[src/rtl/mdrop_rx_filter.sv]
module mdrop_rx_filter #(
  parameter int DEPTH = 8
) (
  input  logic       clk,
  input  logic       rst_n,
  input  logic       md_mode,
  input  logic       rx_en_stb,
  input  logic       rx_dis_stb,
  input  logic       rx_busy,
  input  logic       ch_valid,
  input  logic [7:0] ch_data,
  input  logic       ch_flag,
  input  logic       ch_ferr,
  input  logic       ch_brk,
  input  logic       pop,
  input  logic       clr_err,
  output logic [7:0] out_data,
  output logic [7:0] out_status,
  output logic       ready,
  output logic       rx_on,
  output logic       ovr,
  output logic       ferr_seen,
  output logic       brk_seen
);
  localparam int AW = (DEPTH > 1) ? $clog2(DEPTH) : 1;

  logic [7:0]  dmem [DEPTH];
  logic [2:0]  smem [DEPTH];
  logic [AW-1:0] wr_ptr, rd_ptr;
  logic [AW:0]   cnt;
  logic          rx_en, dis_pend;

  wire slot5   = md_mode ? ch_flag : ^{ch_data, ch_flag};
  wire load    = ch_valid && (rx_en || (md_mode && ch_flag));
  wire full    = (cnt == (AW+1)'(DEPTH));
  wire do_pop  = pop && (cnt != '0);
  wire do_push = load && (!full || do_pop);

  assign ready      = (cnt != '0);
  assign rx_on      = rx_en;
  assign out_data   = dmem[rd_ptr];
  assign out_status = {smem[rd_ptr], 5'b0};

  always_ff @(posedge clk) begin
    if (!rst_n) begin
      rx_en    <= 1'b0;
      dis_pend <= 1'b0;
    end else if (rx_dis_stb || dis_pend) begin
      if (!rx_busy) begin
        rx_en    <= 1'b0;
        dis_pend <= 1'b0;
      end else begin
        dis_pend <= 1'b1;
      end
    end else if (rx_en_stb) begin
      rx_en <= 1'b1;
    end
  end

  always_ff @(posedge clk) begin
    if (do_push) begin
      dmem[wr_ptr] <= ch_data;
      smem[wr_ptr] <= {ch_brk, ch_ferr, slot5};
    end
  end

  always_ff @(posedge clk) begin
    if (!rst_n) begin
      wr_ptr <= '0;
      rd_ptr <= '0;
      cnt    <= '0;
    end else begin
      if (do_push) wr_ptr <= (wr_ptr == AW'(DEPTH-1)) ? '0 : wr_ptr + 1'b1;
      if (do_pop)  rd_ptr <= (rd_ptr == AW'(DEPTH-1)) ? '0 : rd_ptr + 1'b1;
      if (do_push && !do_pop)      cnt <= cnt + 1'b1;
      else if (do_pop && !do_push) cnt <= cnt - 1'b1;
    end
  end

  always_ff @(posedge clk) begin
    if (!rst_n) begin
      ovr       <= 1'b0;
      ferr_seen <= 1'b0;
      brk_seen  <= 1'b0;
    end else begin
      if (clr_err) begin
        ovr       <= 1'b0;
        ferr_seen <= 1'b0;
        brk_seen  <= 1'b0;
      end
      if (load && full && !do_pop) ovr <= 1'b1;
      if (ch_valid && ch_ferr)     ferr_seen <= 1'b1;
      if (ch_valid && ch_brk)      brk_seen <= 1'b1;
    end
  end
endmodule


[config.mk]
export PLATFORM = sky130hd
export DESIGN_NAME = mdrop_rx_filter
export DESIGN_NICKNAME = d
export VERILOG_FILES = /design/src/rtl/mdrop_rx_filter.sv
export SDC_FILE = /design/constraint.sdc
export NUM_CORES = 1
export LEC_CHECK = 0
export ABC_AREA = 1
export BUFFER_PORTS_ARGS = -buffer_cell sky130_fd_sc_hd__buf_2
export CORE_MARGIN = 8
export CORE_UTILIZATION = 58
export DETAILED_ROUTE_END_ITERATION = 6
export PLACE_DENSITY = 0.89
export SYNTH_ARGS = -nofsm -noshare
export SYNTH_HDL_FRONTEND = slang
export SYNTH_SLANG_ARGS = --single-unit
[constraint.sdc]
create_clock -name clk -period 2.4 [get_ports clk]
set_clock_uncertainty 0.15 [all_clocks]
set_input_delay 0.24 -clock clk [delete_from_list [all_inputs] [get_ports clk]]
set_output_delay 0.24 -clock clk [all_outputs]
set_load 0.005 [all_outputs]
==> results.md <==
- R2R Setup Slk: around 0.15 ns
- Crit end category: register
- Period utilisation layout: between 90% and 100%
- Total clock sinks: approximately 110
- Dpl cell area: 4813 um2
- Num ports: ~40
- Static Leak: roughly 2 nW
- DRT Pass-1 Iters: 5
- Footprint of the multi-input gates: around 1300 um2
- Routed WL: a little over 10 mm
- # DRC: 0
- Crit path max-delay cell type: dlygate4sd3_1
- Part of the Yosys area used for sequential elements: between 60% and 70%
- Share of cells above drive strength 1: about 18%
- CTS tree: built
- Max H-tree Level: 3
- CP Data Arrival Time: 2.42 ns
- MaxCap Viol Count: 0
- Hold Crit Class: input port to register
- Chip Width: ~100 um
- Detailed-route via count: around 3300
- Syn Std Cell Area: 4502 um2
- Ys Warns: 0
- Setup Viol. Count Final: 0
- Largest stage delay, worst path: 0.52 ns
- Setup ws final: 0.1067 ns
- CP most frequent cell: inv_1
- Syn Area/Cell: between 10 and 15 um2
- Status: complete, no violations
- Vias in the first global route: 3405
- Fmax: about 440 MHz
- CTS Buf Count: 9
- Place WS: about 0.098 ns
- Worst-path cell chain: dlygate4sd3_1, buf_2, a21boi_4, o21ai_4, inv_2, ha_2, inv_1, fa_1, xor2_1, o21ai_0, inv_1
- Crit Path Max Fanout: 6
- Syn Inst Count: between 400 and 500
- Dominant cells by area after synthesis: edfxtp_1, dfxtp_1, nor2_1
- Fin nets: 499
- Final min period: ~2.3 ns
- RSZ-0062 raised after global routing: yes
- Most frequent cells in the layout: edfxtp_1, nor2_1, nand2_1
- Synth top area share: roughly three fifths
- Count of final hold-check violations: 0
- Initial antenna violation count: 0
- # rows: 32
- First-pass GRT wire length: approximately 16 mm
- Die Y: 104.1 um
- Gp weighted congestion: around 0.8
- Clk Latency, worst-skew pair: approximately 0.37 ns
- Initial Util: between 50% and 60%
- Max clock buf depth: 2
- DRT iter0 DRCs: between 300 and 400
- WL/cell: ~18 um
- Peak VDD IR: ~0.7 mV
- Core area: 7607 um2
- CP bufs+invs: 5
- Worst setup path category: input port to register
- Cell taking the most area after synthesis: edfxtp_1
- Fill cell count: about 520
- Layout Area Growth over Synthesis: 14.48%
- Netlist cell types: 31
- Delay-heaviest family, CP: buffers and inverters
- Register bit count reported by yosys: 106
- Final instance area: 5154 um2
- Worst path required time: 2.52 ns
- Fin cells: approximately 580
- Pwr Density: 937.4 nW/um2
- Die ar.: around 11000 um2
- Placed Cells: around 550
- Commonest non-fill, non-tap cell in the layout: edfxtp_1
- Count of pins over their slew limit: 0
- Buffers on Ports: 35
- Total Routing Usage GR: a little under a fifth
- Largest net degree at the start of global routing: 45
- Register Area: approximately 3000 um2
- GRT overflow: 0
- Root Buffer: clkbuf_8
- DP HPWL: between 6 and 7 mm
- Clock-pin slew on the worst setup and hold paths: ~0.11 ns
- Ant. Diodes: 0
- Post-DRT Antenna Nets: 0
- DR vias/cell: around 5.7
- Startpoint class of the critical path: input port
- Hold WS: roughly 0.022 ns
worst paths after layout:
| check | start | end | cells past startpoint |
|---|---|---|---|
| worst min-delay path | ch_data[5] | dmem[2][5] | 1 |
| worst max-delay path | ch_valid | cnt[2] | 11 |
| worst min register to register | ferr_seen | ferr_seen | 2 |
| worst max register to register | cnt[1] | cnt[3] | 12 |
flip-flops by register name, indices dropped and copies added (netlist names), named ones only:
register	cells
dmem	64
smem	24
cnt	4
rd_ptr	3
wr_ptr	3
brk_seen	1
dis_pend	1
ferr_seen	1
ovr	1
rx_on	1
repair_timing:
item                       CTS  global route
buffers inserted             0             0
hold endpoints to repair    22             0
setup endpoints to repair    6             7
hold buffers                10             0
resized for setup            1             9
report_power, final:
group / internal [W] / switching [W]
combinational: 0.000553 / 0.000965
sequential: 0.00210 / 0.000111
clock: 0.000417 / 0.000683
final cells by class:
class	count	share of cell area, %
Sequential cell	106	58.36
Multi-Input combinational cell	262	25.01
Timing Repair Buffer	62	7.963
Tap cell	102	2.476
Clock buffer	9	2.404
Inverter	30	2.234
Clock inverter	7	1.554
cells by family (layout without fill, tap and decap cells):
family	count (synthesis)	in the layout	share of synthesized area, %
AO/OA/AOI/OAI	89	89	10.90
XOR/XNOR	4	4	0.7784
adder cells (fa/ha/maj)	8	8	2.390
buffers and inverters	51	108	5.531
flip-flops	106	106	66.70
other	1	5	0.08330
AND/OR/NAND/NOR	156	156	13.62
through the flow:
stage	TNS [ns]	util (%)	total power [W]
after floorplan	0	-	0.003177
after global placement	0	63.27	0.003552
after CTS	0	67.29	0.004742
after detailed placement	0	63.27	0.003661
final	0	67.75	0.004831
after global routing	-0.05973	67.75	0.005063
per-layer routing:
layer	global-route usage [%]	vias up	share of wire [%]
li1	-	1520	-
met1	20.50	1580	36
met2	32.95	191	52
met3	4.709	31	8.9
met4	12.31	0	3.0
met5	0	-	0
synth_stat cells, drive strengths merged:
library cell / number
a21oi: 22
nor2: 77
a31oi: 11
inv: 30
nand4: 1
nand3: 6
dfxtp: 18
xnor2: 1
a21boi: 1
fa: 1
nand2: 71
buf: 16
xor2: 3
conb: 1
ha: 7
or2: 1
o21ai: 54
a211oi: 1
edfxtp: 88
clkbuf: 5
Note: power is estimated with default switching activity, not from simulation.
